File: src/rtl/fsl_pkg.sv
package fsl_pkg;

   typedef enum logic [1:0] {
      REL_OFF        = 2'd0,
      REL_STROBE     = 2'd1,
      REL_EDGE       = 2'd2,
      REL_FAULT_GONE = 2'd3
   } rel_mode_e;

   typedef enum logic [1:0] {
      EDG_CUR_FALL  = 2'd0,
      EDG_CUR_RISE  = 2'd1,
      EDG_PREV_FALL = 2'd2,
      EDG_PREV_RISE = 2'd3
   } edge_sel_e;

   typedef struct packed {
      logic      act_low;
      rel_mode_e mode;
      edge_sel_e edge_sel;
      logic      safe_main;
      logic      safe_comp;
   } shut_cfg_t;

endpackage

File: src/rtl/fsl_sync.sv
module fsl_sync #(
   parameter int unsigned STAGES = 2
) (
   input  logic clk,
   input  logic rst_n,
   input  logic d,
   output logic q
);
   logic [STAGES-1:0] chain;

   if (STAGES < 2) begin : g_bad_stages
      $error("fsl_sync: STAGES must be at least 2");
   end

   for (genvar i = 0; i < STAGES; i++) begin : g_stage
      if (i == 0) begin : g_first
         always_ff @(posedge clk or negedge rst_n) begin
            if (!rst_n) chain[0] <= 1'b0;
            else        chain[0] <= d;
         end
      end else begin : g_next
         always_ff @(posedge clk or negedge rst_n) begin
            if (!rst_n) chain[i] <= 1'b0;
            else        chain[i] <= chain[i-1];
         end
      end
   end

   assign q = chain[STAGES-1];
endmodule

File: src/rtl/fsl_cfg_regs.sv
module fsl_cfg_regs
   import fsl_pkg::*;
#(
   parameter int unsigned SEL_W = 3
) (
   input  logic             clk,
   input  logic             rst_n,
   input  logic             wr,
   input  logic             wr_en,
   input  logic [SEL_W-1:0] src_sel_in,
   input  shut_cfg_t        cfg_in,
   output logic [SEL_W-1:0] src_sel_q,
   output shut_cfg_t        cfg_q
);
   logic commit;
   assign commit = wr & wr_en;

   always_ff @(posedge clk or negedge rst_n) begin
      if (!rst_n) begin
         src_sel_q <= '0;
         cfg_q     <= '{act_low: 1'b0, mode: REL_OFF, edge_sel: EDG_CUR_FALL,
                        safe_main: 1'b0, safe_comp: 1'b0};
      end else if (commit) begin
         src_sel_q <= src_sel_in;
         cfg_q     <= cfg_in;
      end
   end

   // without the enable bit the stored fields hold
   a_r9_write_gated: assert property (@(posedge clk) disable iff (!rst_n)
      !(wr && wr_en) |=> ($stable(cfg_q) && $stable(src_sel_q)));
endmodule

File: src/rtl/fsl_release_sel.sv
module fsl_release_sel
   import fsl_pkg::*;
(
   input  logic      clk,
   input  logic      rst_n,
   input  rel_mode_e mode,
   input  edge_sel_e edge_sel,
   input  logic      pwm_cur,
   input  logic      pwm_prev,
   input  logic      clr,
   input  logic      fault_act,
   output logic      release_now
);
   logic cur_q, prev_q;
   logic edge_hit;

   always_ff @(posedge clk or negedge rst_n) begin
      if (!rst_n) begin
         cur_q  <= 1'b0;
         prev_q <= 1'b0;
      end else begin
         cur_q  <= pwm_cur;
         prev_q <= pwm_prev;
      end
   end

   always_comb begin
      unique case (edge_sel)
         EDG_CUR_FALL:  edge_hit = cur_q & ~pwm_cur;
         EDG_CUR_RISE:  edge_hit = ~cur_q & pwm_cur;
         EDG_PREV_FALL: edge_hit = prev_q & ~pwm_prev;
         default:       edge_hit = ~prev_q & pwm_prev;
      endcase
   end

   always_comb begin
      unique case (mode)
         REL_STROBE:     release_now = clr;
         REL_EDGE:       release_now = clr | edge_hit;
         REL_FAULT_GONE: release_now = clr | ~fault_act;
         default:        release_now = 1'b0;
      endcase
   end

   // a sampled rising edge of the current input must release in that mode
   a_r6_cur_rise: assert property (@(posedge clk) disable iff (!rst_n)
      (mode == REL_EDGE && edge_sel == EDG_CUR_RISE && $rose(pwm_cur)) |-> release_now);
endmodule

File: src/rtl/fsl_latch_core.sv
module fsl_latch_core (
   input  logic clk,
   input  logic rst_n,
   input  logic glb_en,
   input  logic armed,
   input  logic fault_act,
   input  logic release_now,
   output logic shut
);
   always_ff @(posedge clk or negedge rst_n) begin
      if (!rst_n)                shut <= 1'b0;
      else if (!glb_en || !armed) shut <= 1'b0;
      else if (fault_act)         shut <= 1'b1;
      else if (release_now)       shut <= 1'b0;
   end

   // disabled or unarmed channel never holds the latch
   a_r10_disabled_clears: assert property (@(posedge clk) disable iff (!rst_n)
      (!glb_en || !armed) |=> !shut);
   // an active fault sets the latch, whatever release says
   a_r8_fault_wins: assert property (@(posedge clk) disable iff (!rst_n)
      (glb_en && armed && fault_act) |=> shut);
   // without a release the latch holds
   a_r5_hold: assert property (@(posedge clk) disable iff (!rst_n)
      (shut && glb_en && armed && !release_now) |=> shut);
endmodule

File: src/rtl/fault_shutoff_latch.sv
module fault_shutoff_latch
   import fsl_pkg::*;
#(
   parameter int unsigned NUM_SRC     = 6,
   parameter int unsigned SYNC_STAGES = 2,
   parameter int unsigned SEL_W       = (NUM_SRC > 1) ? $clog2(NUM_SRC) : 1
) (
   input  logic               clk,
   input  logic               rst_n,
   input  logic [NUM_SRC-1:0] fault_src,
   input  logic               pwm_cur,
   input  logic               pwm_prev,
   input  logic               func_main,
   input  logic               func_comp,
   input  logic               glb_en,
   input  logic               cfg_wr,
   input  logic               cfg_wr_en,
   input  logic [SEL_W-1:0]   cfg_src_sel,
   input  logic               cfg_act_low,
   input  logic [1:0]         cfg_rel_mode,
   input  logic [1:0]         cfg_edge_sel,
   input  logic               cfg_safe_main,
   input  logic               cfg_safe_comp,
   input  logic               clr_strobe,
   output logic               out_main,
   output logic               out_comp,
   output logic               shut_status
);
   if ((1 << SEL_W) < NUM_SRC) begin : g_bad_sel
      $error("fault_shutoff_latch: SEL_W too narrow for NUM_SRC");
   end
   if (NUM_SRC < 1) begin : g_bad_src
      $error("fault_shutoff_latch: NUM_SRC must be positive");
   end

   shut_cfg_t        cfg_in, cfg_q;
   logic [SEL_W-1:0] src_q;
   logic             src_ok, raw_sel, sync_q, fault_act;
   logic             release_now, shut, armed;

   assign cfg_in = '{act_low:   cfg_act_low,
                     mode:      rel_mode_e'(cfg_rel_mode),
                     edge_sel:  edge_sel_e'(cfg_edge_sel),
                     safe_main: cfg_safe_main,
                     safe_comp: cfg_safe_comp};

   fsl_cfg_regs #(.SEL_W(SEL_W)) u_cfg (
      .clk        (clk),
      .rst_n      (rst_n),
      .wr         (cfg_wr),
      .wr_en      (cfg_wr_en),
      .src_sel_in (cfg_src_sel),
      .cfg_in     (cfg_in),
      .src_sel_q  (src_q),
      .cfg_q      (cfg_q)
   );

   always_comb begin
      raw_sel = 1'b0;
      src_ok  = 1'b0;
      for (int i = 0; i < NUM_SRC; i++) begin
         if (src_q == SEL_W'(i)) begin
            raw_sel = fault_src[i];
            src_ok  = 1'b1;
         end
      end
   end

   fsl_sync #(.STAGES(SYNC_STAGES)) u_sync (
      .clk   (clk),
      .rst_n (rst_n),
      .d     (raw_sel),
      .q     (sync_q)
   );

   assign fault_act = src_ok & (sync_q ^ cfg_q.act_low);
   assign armed     = (cfg_q.mode != REL_OFF);

   fsl_release_sel u_rel (
      .clk         (clk),
      .rst_n       (rst_n),
      .mode        (cfg_q.mode),
      .edge_sel    (cfg_q.edge_sel),
      .pwm_cur     (pwm_cur),
      .pwm_prev    (pwm_prev),
      .clr         (clr_strobe),
      .fault_act   (fault_act),
      .release_now (release_now)
   );

   fsl_latch_core u_core (
      .clk         (clk),
      .rst_n       (rst_n),
      .glb_en      (glb_en),
      .armed       (armed),
      .fault_act   (fault_act),
      .release_now (release_now),
      .shut        (shut)
   );

   assign out_main    = shut ? cfg_q.safe_main : func_main;
   assign out_comp    = shut ? cfg_q.safe_comp : func_comp;
   assign shut_status = shut;

   // a source index outside the set never produces an active fault
   a_r2_bad_index_quiet: assert property (@(posedge clk) disable iff (!rst_n)
      (src_q >= SEL_W'(NUM_SRC)) |-> !fault_act);
endmodule

File: config.mk
export PLATFORM = sky130hd
export DESIGN_NAME = fault_shutoff_latch
export DESIGN_NICKNAME = d
export VERILOG_FILES = /design/src/rtl/fsl_pkg.sv /design/src/rtl/fsl_sync.sv /design/src/rtl/fsl_cfg_regs.sv /design/src/rtl/fsl_release_sel.sv /design/src/rtl/fsl_latch_core.sv /design/src/rtl/fault_shutoff_latch.sv
export SDC_FILE = /design/constraint.sdc
export NUM_CORES = 1
export LEC_CHECK = 0
export BUFFER_PORTS_ARGS = -buffer_cell sky130_fd_sc_hd__buf_2
export CAP_MARGIN = 20
export CORE_ASPECT_RATIO = 0.7
export CORE_UTILIZATION = 35
export CTS_BUF_LIST = sky130_fd_sc_hd__clkbuf_4 sky130_fd_sc_hd__clkbuf_8
export CTS_CLUSTER_DIAMETER = 80
export DETAILED_ROUTE_END_ITERATION = 10
export GPL_TIMING_DRIVEN = 0
export PLACE_DENSITY = 0.62
export SYNTH_ARGS = -nofsm -noshare
export SYNTH_HDL_FRONTEND = slang
export SYNTH_HIERARCHICAL = 1
export SYNTH_SLANG_ARGS = --single-unit
File: constraint.sdc
create_clock -name clk -period 1.4 [get_ports clk]
set_input_delay 0.14 -clock clk [delete_from_list [all_inputs] [get_ports clk]]
set_output_delay 0.14 -clock clk [all_outputs]
set_load 0.05 [all_outputs]
# --- After elaboration in Yosys (flattened, before gate mapping) ---
# Index checks and enable logic that the tools add are counted.
op_classes:
  bitwise: 14
  n_eq_ne: 10
  reduce_logical: 7
  n_mux: 19
ops:
  columns: ["operator", "count"]
  rows:
  - ["1-bit two-way mux", 17]
  - ["1-bit bitwise AND", 6]
  - ["2-bit equality test (second input constant)", 3]
  - ["3-bit by 2-bit equality test with 1-bit output (second input constant)", 2]
  - ["3-bit equality test (second input constant)", 2]
  - ["1-bit one-hot mux with 3 select lines", 2]
  - ["1-bit NOT", 5]
  - ["2-bit by 1-bit equality test with 1-bit output (second input constant)", 2]
  - ["3-bit by 1-bit equality test with 1-bit output (second input constant)", 1]
  - ["3-bit logical NOT", 1]
  - ["3-bit nonzero test", 1]
  - ["1-bit logical NOT", 2]
  - ["2-bit logical NOT", 1]
  - ["1-bit OR", 2]
  - ["2-bit nonzero test", 1]
  - ["1-bit logical OR", 1]
  - ["1-bit XOR", 1]
totals:
  input_bits: 26
  ff_bits: 15
  out_inout_bits: 3

# --- Longest topological paths before layout ---
depth:
  depth_word: 14
  depth_mapped: 6
  mapped_depth_nobuf: 6

# --- Hierarchy ---
# The synthesis kept the hierarchy.
by_module_without_submodules:
  columns: ["mod", "area_each_um2", "cells_per_inst", "seq_area_each_um2", "instances"]
  rows:
  - ["fsl_cfg_regs", 374.1, 21, 250.2, 1]
  - ["fsl_release_sel", 138.9, 12, 50.0, 1]
  - ["fault_shutoff_latch", 90.1, 9, 0.0, 1]
  - ["fsl_sync", 50.0, 2, 50.0, 1]
  - ["fsl_latch_core", 41.3, 3, 25.0, 1]

# --- Worst setup path before layout ---
# OpenSTA, ideal clock, no wires.
synth_path:
  path_type: "reg-to-output"
  startpoint: "reg u_core.shut"
  endpoint: "out out_comp"
  required_time_ps: 1260
  slack_ps: 103
  path_stages_with_launch: 2
  arrival_time_ps: 1157
  path_cell_list: "dfrtp_1 -> mux2_2"
synth_between:
  elab_chain_len: 1
synth_rtl:
  columns: ["item", "line", "rtl"]
  rows:
  - ["start, declared", "fsl_latch_core.sv:8", "output logic shut"]
  - ["start signal, assigned", "fsl_latch_core.sv:11", "if (!rst_n) shut <= 1'b0;"]
  - ["start signal, assigned", "fsl_latch_core.sv:12", "else if (!glb_en || !armed) shut <= 1'b0;"]
  - ["start signal, assigned", "fsl_latch_core.sv:13", "else if (fault_act) shut <= 1'b1;"]
  - ["1-bit two-way mux", "fault_shutoff_latch.sv:102", "assign out_comp = shut ? cfg_q.safe_comp : func_comp;"]
  - ["end, declared", "fault_shutoff_latch.sv:26", "output logic out_comp,"]
# No other way between the ends.

# --- Final worst setup path ---
layout_path:
  startpoint: "reg u_core.shut"
  endpoint: "out out_main"
layout_between:
  elab_chain_len: 1
layout_rtl:
  columns: ["item", "line", "rtl"]
  rows:
  - ["1-bit two-way mux", "fault_shutoff_latch.sv:101", "assign out_main = shut ? cfg_q.safe_main : func_main;"]
  - ["end, declared", "fault_shutoff_latch.sv:25", "output logic out_main,"]
# No other way between the ends.

==> flow_summary.json <==
{
  "reg2reg_setup_slack_ns": 0.07,
  "cp_data_arrival_time_ns": 1.20,
  "power.share.switching": 0.290,
  "n_antenna_cell": 0,
  "hpwl_um": 972,
  "crit-reg2reg-launch": "u_cfg/cfg_q[6]$_DFFE_PN0P_",
  "netlist_area_um2": 694,
  "clkPwrFrac": 0.231,
  "fin_nets": 109,
  "dp_cells": 97,
  "ys_types": 19,
  "final_util": 0.512,
  "grtUsageTotal": 0.144,
  "h-tree-depth": 1,
  "postRouteAntennaNets": 0,
  "fp.coreArea_mm2": 0.00185,
  "cp-endpoint": "out_main",
  "switching_power_uw": 326,
  "placementRows": 13,
  "dr.pass1.iters": 2,
  "drv_cap": 0,
  "p_comb_frac": 0.271,
  "setup_viol": 0,
  "rr_worst_depth": 6,
  "path_clk_slew_ns": 0.08,
  "clock_path_buffers": 2,
  "crit_type": "flip-flop to output pin",
  "fin_cells": 104,
  "syn_nets": 73,
  "grt_start_max_net_pins": 16,
  "worstPathMaxFanout": 4,
  "worst_pin_slew_ns": 0.330,
  "start_util": 0.374,
  "drive_gt1_frac": 0.683,
  "wl_per_cell_um": 12.2,
  "grt_pass1_vias": 510,
  "gr-total-overflow": 0,
  "antenna_found_initial": 0,
  "r2r-end": "u_core/shut$_DFFE_PN0P_",
  "internal_power_uw": 797,
  "num_vias": 499,
  "fin_area_um2": 950,
  "cts_root_buf": "clkbuf_4",
  "yosysWarnings": 6,
  "startpoint": "u_core/shut$_DFFE_PN0P_",
  "min_period_over_period": 0.959,
  "die_w_um": 55.2,
  "place_ws_ns": 0.00295,
  "fmaxAchievable_ghz": 0.745,
  "grt_pass1_wl_mm": 2.27,
  "wl_mm": 1.27,
  "via_per_inst": 4.80,
  "hold_viol_final": 0,
  "final_common_cell": "buf_2",
  "io_buffer_count": 28,
  "hp-class": "primary input to flip-flop",
  "drc_errors": 0,
  "dieHeight_um": 39.3,
  "mostFrequentLayoutCells": "buf_2 (26), dfrtp_1 (15), mux2_2 (13), clkbuf_4 (4), dlygate4sd3_1 (3)",
  "avgSynthCellArea_um2": 14.8,
  "p_leak_uw": 0.000458,
  "power_density_mw_per_mm2": 1180,
  "clock_sinks": 15,
  "post_dp_cell_area_um2": 862,
  "globalplace.congestion": 0.688,
  "setup_slack_ns": 0.0571,
  "pwr-share-seq": 0.498,
  "ys_seq_area_frac": 0.541,
  "outcome": "finished clean",
  "crit_required_ns": 1.26,
  "drt_iter0_drc": 3,
  "cts_tree": "done",
  "crit_path_end_kind": "output pin",
  "relSlewSlack": 0.780,
  "fin_skew_ns": 0.00197,
  "synth_seq_cells": 15,
  "cts_buffers": 3,
  "syn_to_final_growth_pct": 36.8,
  "synth_cells": 47,
  "io_pins": 29,
  "slew_violations": 0,
  "startpoint_type": "flip-flop",
  "vdd_drop_max_mv": 0.864,
  "die-area_mm2": 0.00217,
  "period_needed_ns": 1.34,
  "cts_setup_buffers": 0,
  "whs_path_depth": 2,
  "holdWs_ns": 0.0861,
  "clk_latency_ns": 0.28
}
-- power groups by stage --
stage | Sequential, uW | Clock, uW | Combinational, uW
finish | 559 | 260 | 304
global route | 570 | 293 | 329
CTS | 558 | 275 | 287
detailed placement | 562 | 0 | 270
global placement | 559 | 0 | 266
floorplan | 567 | 0 | 175
-- final cells by class --
| type | count | area, um2 |
|---|---|---|
| Clock buffer | 4 | 30.0 |
| Fill cell | 184 | 905 |
| Inverter | 1 | 3.75 |
| Multi-Input combinational cell | 31 | 330 |
| Sequential cell | 15 | 375 |
| Tap cell | 22 | 27.5 |
| Timing Repair Buffer | 31 | 183 |
-- sequential cells by signal, indices dropped and copies added (netlist names) --
register / cells
u_cfg/cfg_q: 7
u_cfg/src_sel_q: 3
u_core/shut: 1
u_rel/cur_q: 1
u_rel/prev_q: 1
u_sync/chain: 1
u_sync/q: 1
-- kinds of logic (layout without fill, tap and decap cells) --
group,after synthesis,in the layout,synth area share
flops,15,15,0.541
compound gates,5,5,0.0486
buf+inv,1,36,0.00540
simple gates,10,10,0.135
mux,15,15,0.258
xor+xnor,1,1,0.0126
-- critical path, cell delays in order, from the launching register on --
cell     delay (ns)
dfrtp_1        0.41
mux2_2         0.36
buf_6          0.15
-- through the flow --
step / TNS (ns) / total power (uW)
5_1_grt: -0.0113 / 1190
4_1_cts: 0 / 1120
6_report: 0 / 1120
3_3_place_gp: 0 / 825
2_1_floorplan: 0 / 742
3_5_place_dp: 0 / 833
-- how the worst min path moves through the flow --
stage	startpoint	end	slack, ns
5_1_grt	cfg_safe_comp	u_cfg/cfg_q[0]$_DFFE_PN0P_	0.08
3_5_place_dp	rst_n	u_sync/chain[0]$_DFF_PN0_	0.06
2_1_floorplan	rst_n	u_cfg/cfg_q[0]$_DFFE_PN0P_	-0.16
3_3_place_gp	rst_n	u_sync/q$_DFF_PN0_	0.06
6_report	cfg_src_sel[1]	u_cfg/src_sel_q[1]$_DFFE_PN0P_	0.09
4_1_cts	cfg_src_sel[1]	u_cfg/src_sel_q[1]$_DFFE_PN0P_	0.07
-- what timing repair did --
action,CTS,global route
endpoints found under the hold margin,17,0
setup endpoints to repair,2,3
hold buffers,3,0
pin swaps,1,2
resized for setup,2,6
-- routing by layer --
metal	routed length (um)	share of wire	global-route usage	vias up
li1	-	-	-	244
met1	614	0.48	0.175	237
met2	562	0.44	0.241	18
met3	91	0.072	0.0693	0
met4	0	0	0.0188	0
met5	0	0	0	-
-- synth_stat cells --
cell type	instances	share of area
nor4b_2	1	0.022
and4bb_1	1	0.018
a31o_2	1	0.013
o211a_1	1	0.014
and4bb_2	1	0.018
mux2_2	13	0.21
nor2b_1	1	0.0090
or2_2	1	0.0090
and4b_2	1	0.016
mux2i_1	1	0.014
mux4_2	1	0.032
a21oi_1	3	0.022
nor2_1	1	0.0054
nand2_4	1	0.016
inv_1	1	0.0054
xnor2_1	1	0.013
dfrtp_1	15	0.54
nor3_2	1	0.014
nor3_1	1	0.0072
Note: power is estimated with default switching activity, not from simulation.
